## config.mk

```make
export PLATFORM = sky130hd
export DESIGN_NAME = dio_irq_port
export DESIGN_NICKNAME = d
export VERILOG_FILES = /design/src/rtl/dio_irq_pkg.sv /design/src/rtl/dio_sync.sv /design/src/rtl/dio_edge_det.sv /design/src/rtl/dio_irq_status.sv /design/src/rtl/dio_irq_port.sv
export SDC_FILE = /design/constraint.sdc
export NUM_CORES = 1
export LEC_CHECK = 0
export BUFFER_PORTS_ARGS = -buffer_cell sky130_fd_sc_hd__buf_2
export CORE_MARGIN = 8
export CORE_UTILIZATION = 40
export DETAILED_ROUTE_END_ITERATION = 16
export MAX_ROUTING_LAYER = met4
export PLACE_DENSITY = 0.73
export SLEW_MARGIN = 20
export SYNTH_ARGS = -nofsm -noshare
export SYNTH_HDL_FRONTEND = slang
export SYNTH_SLANG_ARGS = --single-unit
```

## constraint.sdc

```tcl
create_clock -name clk -period 2.2 [get_ports clk]
set_clock_uncertainty 0.15 [all_clocks]
set_input_delay 0.33 -clock clk [delete_from_list [all_inputs] [get_ports clk]]
set_output_delay 0.33 -clock clk [all_outputs]
set_load 0.01 [all_outputs]
```

## src/rtl/dio_irq_pkg.sv

```systemverilog
package dio_irq_pkg;
    localparam int NLINES = 8;
    localparam int GRP    = 4;
    localparam int SYNC_N = 2;
    localparam int SW     = 16;
    localparam int NCNTR  = 4;

    typedef enum logic [1:0] {
        SEL_CTRL = 2'd0,
        SEL_ENA  = 2'd1,
        SEL_STAT = 2'd2,
        SEL_NONE = 2'd3
    } reg_sel_e;

    typedef struct packed {
        logic [GRP-1:0] lo_fall;  // 15:12
        logic           hi_oe;    // 11
        logic           lo_oe;    // 10
        logic           rsv;      // 9
        logic           hi_fall;  // 8
        logic [7:0]     data;     // 7:0
    } dio_ctrl_t;

    localparam logic [SW-1:0] ENA_MASK = 16'hFF7F;

    function automatic logic [SW-1:0] pack_status(
        input logic [NLINES-1:0] dio,
        input logic              mem,
        input logic [NCNTR-1:0]  cntr,
        input logic              ai,
        input logic              ao,
        input logic              tmr);
        logic [SW-1:0] v;
        v = '0;
        v[15:8] = dio;
        v[7]    = mem;
        for (int x = 0; x < NCNTR; x++) v[6-x] = cntr[x];
        v[2] = ai;
        v[1] = ao;
        v[0] = tmr;
        return v;
    endfunction
endpackage

```

## src/rtl/dio_sync.sv

```systemverilog
module dio_sync #(
    parameter int WIDTH  = 8,
    parameter int STAGES = 2
) (
    input  logic             clk,
    input  logic             rst,
    input  logic [WIDTH-1:0] d,
    output logic [WIDTH-1:0] q
);
    logic [WIDTH-1:0] chain [STAGES];

    always_ff @(posedge clk) begin
        if (rst) begin
            for (int i = 0; i < STAGES; i++) chain[i] <= '0;
        end else begin
            chain[0] <= d;
            for (int i = 1; i < STAGES; i++) chain[i] <= chain[i-1];
        end
    end

    assign q = chain[STAGES-1];
endmodule

```

## src/rtl/dio_edge_det.sv

```systemverilog
module dio_edge_det #(
    parameter int LINES = 8
) (
    input  logic             clk,
    input  logic             rst,
    input  logic [LINES-1:0] level,
    input  logic [LINES-1:0] is_out,
    input  logic [LINES-1:0] fall_sel,
    output logic [LINES-1:0] evt
);
    logic [LINES-1:0] prev;

    always_ff @(posedge clk) begin
        if (rst) prev <= '0;
        else     prev <= level;
    end

    for (genvar n = 0; n < LINES; n++) begin : g_line
        logic rise, fall;
        assign rise   = level[n] & ~prev[n];
        assign fall   = ~level[n] & prev[n];
        assign evt[n] = ~is_out[n] & (fall_sel[n] ? fall : rise);
    end
endmodule

```

## src/rtl/dio_irq_status.sv

```systemverilog
module dio_irq_status #(
    parameter int            W    = 16,
    parameter logic [W-1:0]  MASK = '1
) (
    input  logic         clk,
    input  logic         rst,
    input  logic [W-1:0] set_vec,
    input  logic         clr_we,
    input  logic [W-1:0] clr_vec,
    input  logic         ena_we,
    input  logic [W-1:0] ena_vec,
    output logic [W-1:0] status,
    output logic [W-1:0] enable,
    output logic         irq
);
    logic [W-1:0] clr_eff;
    assign clr_eff = clr_we ? clr_vec : '0;

    always_ff @(posedge clk) begin
        if (rst) begin
            status <= '0;
            enable <= '0;
        end else begin
            status <= (status & ~clr_eff) | set_vec;
            if (ena_we) enable <= ena_vec & MASK;
        end
    end

    assign irq = |(status & enable);

    // bits cleared without a coincident event are low next cycle
    a_r7_clear: assert property (@(posedge clk) disable iff (rst)
        clr_we |=> ((status & $past(clr_vec & ~set_vec)) == '0));

    // an event wins over a same-cycle clear
    a_r10_event_wins: assert property (@(posedge clk) disable iff (rst)
        (|set_vec) |=> ((status & $past(set_vec)) == $past(set_vec)));

    // irq holds while nothing clears or rewrites the enables
    a_r9_irq_hold: assert property (@(posedge clk) disable iff (rst)
        (irq && !clr_we && !ena_we) |=> irq);
endmodule

```

## src/rtl/dio_irq_port.sv

```systemverilog
module dio_irq_port
    import dio_irq_pkg::*;
(
    input  logic              clk,
    input  logic              rst,
    input  logic              wr_en,
    input  logic [1:0]        wr_sel,
    input  logic [SW-1:0]     wr_data,
    output logic [SW-1:0]     ctrl_rd,
    output logic [SW-1:0]     int_enable,
    output logic [SW-1:0]     int_status,
    output logic              irq,
    input  logic [NLINES-1:0] pin_in,
    output logic [NLINES-1:0] pin_out,
    output logic [NLINES-1:0] pin_oe,
    input  logic              ev_timer,
    input  logic              ev_ao_done,
    input  logic              ev_ai_done,
    input  logic [NCNTR-1:0]  ev_cntr,
    input  logic              ev_mem_done
);
    dio_ctrl_t        ctrl;
    logic [NLINES-1:0] pin_sync, fall_sel, dio_evt;
    logic [SW-1:0]     set_vec;
    reg_sel_e          sel;

    assign sel = reg_sel_e'(wr_sel);

    always_ff @(posedge clk) begin
        if (rst)                          ctrl <= '0;
        else if (wr_en && sel == SEL_CTRL) begin
            ctrl     <= dio_ctrl_t'(wr_data);
            ctrl.rsv <= 1'b0;
        end
    end

    for (genvar n = 0; n < NLINES; n++) begin : g_cfg
        if (n < GRP) begin : g_lo
            assign pin_oe[n]   = ctrl.lo_oe;
            assign fall_sel[n] = ctrl.lo_fall[n];
        end else begin : g_hi
            assign pin_oe[n]   = ctrl.hi_oe;
            assign fall_sel[n] = ctrl.hi_fall;
        end
    end

    assign pin_out = ctrl.data;

    dio_sync #(.WIDTH(NLINES), .STAGES(SYNC_N)) u_sync (
        .clk(clk), .rst(rst), .d(pin_in), .q(pin_sync));

    dio_edge_det #(.LINES(NLINES)) u_edge (
        .clk(clk), .rst(rst), .level(pin_sync), .is_out(pin_oe),
        .fall_sel(fall_sel), .evt(dio_evt));

    assign set_vec = pack_status(dio_evt, ev_mem_done, ev_cntr,
                                 ev_ai_done, ev_ao_done, ev_timer);

    dio_irq_status #(.W(SW), .MASK(ENA_MASK)) u_stat (
        .clk(clk), .rst(rst), .set_vec(set_vec),
        .clr_we(wr_en && sel == SEL_STAT), .clr_vec(wr_data),
        .ena_we(wr_en && sel == SEL_ENA), .ena_vec(wr_data),
        .status(int_status), .enable(int_enable), .irq(irq));

    always_comb begin
        ctrl_rd      = ctrl;
        ctrl_rd[7:0] = (pin_oe & ctrl.data) | (~pin_oe & pin_sync);
    end

    // with every line an output the DIO status bits never gain a bit
    a_r5_out_no_dio_irq: assert property (@(posedge clk) disable iff (rst)
        (&pin_oe) |=> ((int_status[15:8] & ~$past(int_status[15:8])) == '0));

    // the timer pulse lands in status bit 0
    a_r6_timer_bit: assert property (@(posedge clk) disable iff (rst)
        ev_timer |=> int_status[0]);
endmodule

```

==> results_dict.tcl <==
set metrics [dict create \
    ys_seq_elements 70 \
    portBuffers 99 \
    finalWeightedCongestion 0.836 \
    numCtsBuffers 9 \
    hold_viol_final 0 \
    drtIter0Drc 112 \
    numClockSinks 70 \
    hp-class "in2reg" \
    area.growth.synth_to_final_pct 25.0 \
    ir_worst_vdd_uv 610 \
    instances_no_fill 464 \
    final_cell_mix "99 x buf_2, 76 x nand2_1, 70 x dfxtp_1" \
    tightestPinTransition_ps 611 \
    switchingPower_mw 0.636 \
    comb_power_share 0.099 \
    crit_end "ctrl_rd[7]" \
    grtUsageTotal 0.164 \
    core_um2 6390 \
    yosys-top-cells-area "dfxtp_1 53%, nand2_1 11%, a21oi_1 5.6%" \
    layout.nets 419 \
    critPathKind "reg2out" \
    io_pins 102 \
    synth_seq_area_share 0.527 \
    mostFrequentLayoutCell "buf_2" \
    antenna_left 0 \
    drv_cap 0 \
    post_drt_via_cell_ratio 5.17 \
    worst_ep_required_time_ps 1720 \
    setup_viol 0 \
    clk_latency_ps 340 \
    ff2ff_path_depth 2 \
    end_kind "output pin" \
    post-cts-setup-buffers 0 \
    antenna_found_initial 0 \
    grt-ovfl-total 0 \
    worstReg2RegStart "ctrl_rd[11]" \
    tns_ps 0 \
    clock_path_buffers 2 \
    max_freq_mhz 520 \
    diodes 0 \
    firstDrtPassIters 5 \
    cts_tree "yes" \
    max_slew_margin 0.592 \
    post-synth-top-area-fraction 0.527 \
    p_sw_frac 0.245 \
    cp-startpoint "ctrl_rd[11]" \
    grt_pass1_wl_um 12400 \
    dp.cells 448 \
    status "finished, final reports clean" \
    finalCritPeriodShare 0.873 \
    start_util 0.417 \
    power_frac_clock 0.375 \
    hold-worst-slack_ps 40.2 \
    finish.utilization 0.521 \
    drv_slew 0 \
    crit_path_max_fanout 11 \
    htreeDepth 3 \
    grt_pass1_vias 2534 \
    drc 0 \
    cts_hold_buffers 0 \
    period_minus_slack_ps 1920 \
    num_vias 2397 \
    p_int_mw 1.96 \
    synth_top_area_cell "dfxtp_1" \
    yosysWarnings 0 \
    cts-resized-gates 0 \
    cp.arrival_ps 1440 \
    power_density_nw_per_um2 781 \
    die_x_um 97.6 \
    drive_above_1_share 0.326 \
    path_clk_slew_ps 70 \
    die_area_um2 9520 \
    cellLeakagePower_nw 1.48 \
    r2r_slack_ps 990 \
    wl_per_cell_um 15.9 \
    hpwl_um 5690 \
    netlist_area_um2 2660 \
    ys_types 28 \
    rows 29 \
    seq_power_share 0.525 \
    synthCells 292 \
    grt_max_degree 18 \
    avgSynthCellArea_um2 9.11 \
    critPathLaunchType "flop" \
    rsz0062_at_grt "false" \
    die_h_um 97.6 \
    postRouteWirelength_um 7370 \
    timing.rr.end "u_stat.status[14]" \
    cts-root-buf "clkbuf_8" \
]
worst min-delay path by stage:
| stage | start | slack [ps] | depth (start not counted) | endpoint |
|---|---|---|---|---|
| after floorplan | u_sync.chain[0][2] | 260 | 1 | u_sync.chain[0][10] |
| after global placement | u_sync.chain[0][1] | 270 | 1 | u_sync.chain[0][9] |
| after detailed placement | u_sync.chain[0][5] | 270 | 1 | u_sync.chain[0][13] |
| after CTS | pin_in[3] | 20 | 2 | u_sync.chain[0][3] |
| after global routing | ev_cntr[3] | 30 | 2 | u_stat.status[3] |
| final | pin_in[4] | 40 | 2 | u_sync.chain[0][4] |
per-layer routing:
metal / global-route usage / vias to the layer above / part of all wire
met5: - / - / 0
met4: 0.0420 / 0 / 0.0096
met3: 0.0725 / 9 / 0.099
met2: 0.251 / 100 / 0.46
met1: 0.192 / 1131 / 0.43
li1: - / 1157 / -
sequential cells by signal, indices dropped and copies added (netlist names):
name           cells
u_stat.enable     15
u_stat.status     16
u_sync.chain      16
ctrl_rd            7
pin_out            8
u_edge.prev        8
power by group through the flow:
stage | sequential [mW] | clock, mW | combinational, mW
after floorplan | 1.40 | 0 | 0.131
after global placement | 1.39 | 0 | 0.257
after CTS | 1.36 | 1.00 | 0.262
after global routing | 1.37 | 1.07 | 0.286
after detailed placement | 1.39 | 0 | 0.261
final | 1.36 | 0.975 | 0.258
cell type report:
type,instances,area (µm²)
Fill cell,607,3060
Clock inverter,4,47.5
Multi-Input combinational cell,196,1110
Inverter,1,3.75
Tap cell,77,96.3
Timing Repair Buffer,104,533
Sequential cell,70,1400
Clock buffer,12,135
logic make-up (layout without fill, tap and decap cells):
group                  after synthesis  after routing  share of synthesized area
and+or+nand+nor                    117            117                      0.207
DFF                                 70             70                      0.527
AOI/OAI and AO/OA                   69             69                      0.172
buffers and inverters               27            121                     0.0583
muxes                                8              8                     0.0339
other                                1              2                    0.00141
worst max-delay path, stage by stage, from the launching register on:
cell and delay, ps:
dfxtp_1 560, mux2_2 390, buf_2 140
synthesized netlist by cell type:
library cell,n
clkbuf_1,6
nand3b_1,1
nand2b_1,8
and3_1,1
buf_6,1
nor2b_1,24
mux2_2,8
a221oi_1,1
nand4_1,1
nand2_1,76
nor2_1,2
nor3b_2,1
a22oi_1,4
a222oi_1,1
dfxtp_1,70
a32o_1,8
inv_1,1
and3b_1,2
a21boi_1,8
conb_1,1
buf_4,10
o22ai_1,8
o21a_1,8
a21oi_1,30
or3b_1,1
a22o_1,1
buf_1,2
buf_2,7
metrics by stage:
| stage | cell area (µm²) | total power, mW | worst slack [ps] |
|---|---|---|---|
| finish | 3320 | 2.60 | 279 |
| global route | 3320 | 2.73 | 147 |
| CTS | 3320 | 2.63 | 257 |
| detailed placement | 3140 | 1.65 | 567 |
| global placement | 3140 | 1.65 | 625 |
| floorplan | 2660 | 1.53 | 767 |
No activity file was read; power rests on OpenSTA's default activity.
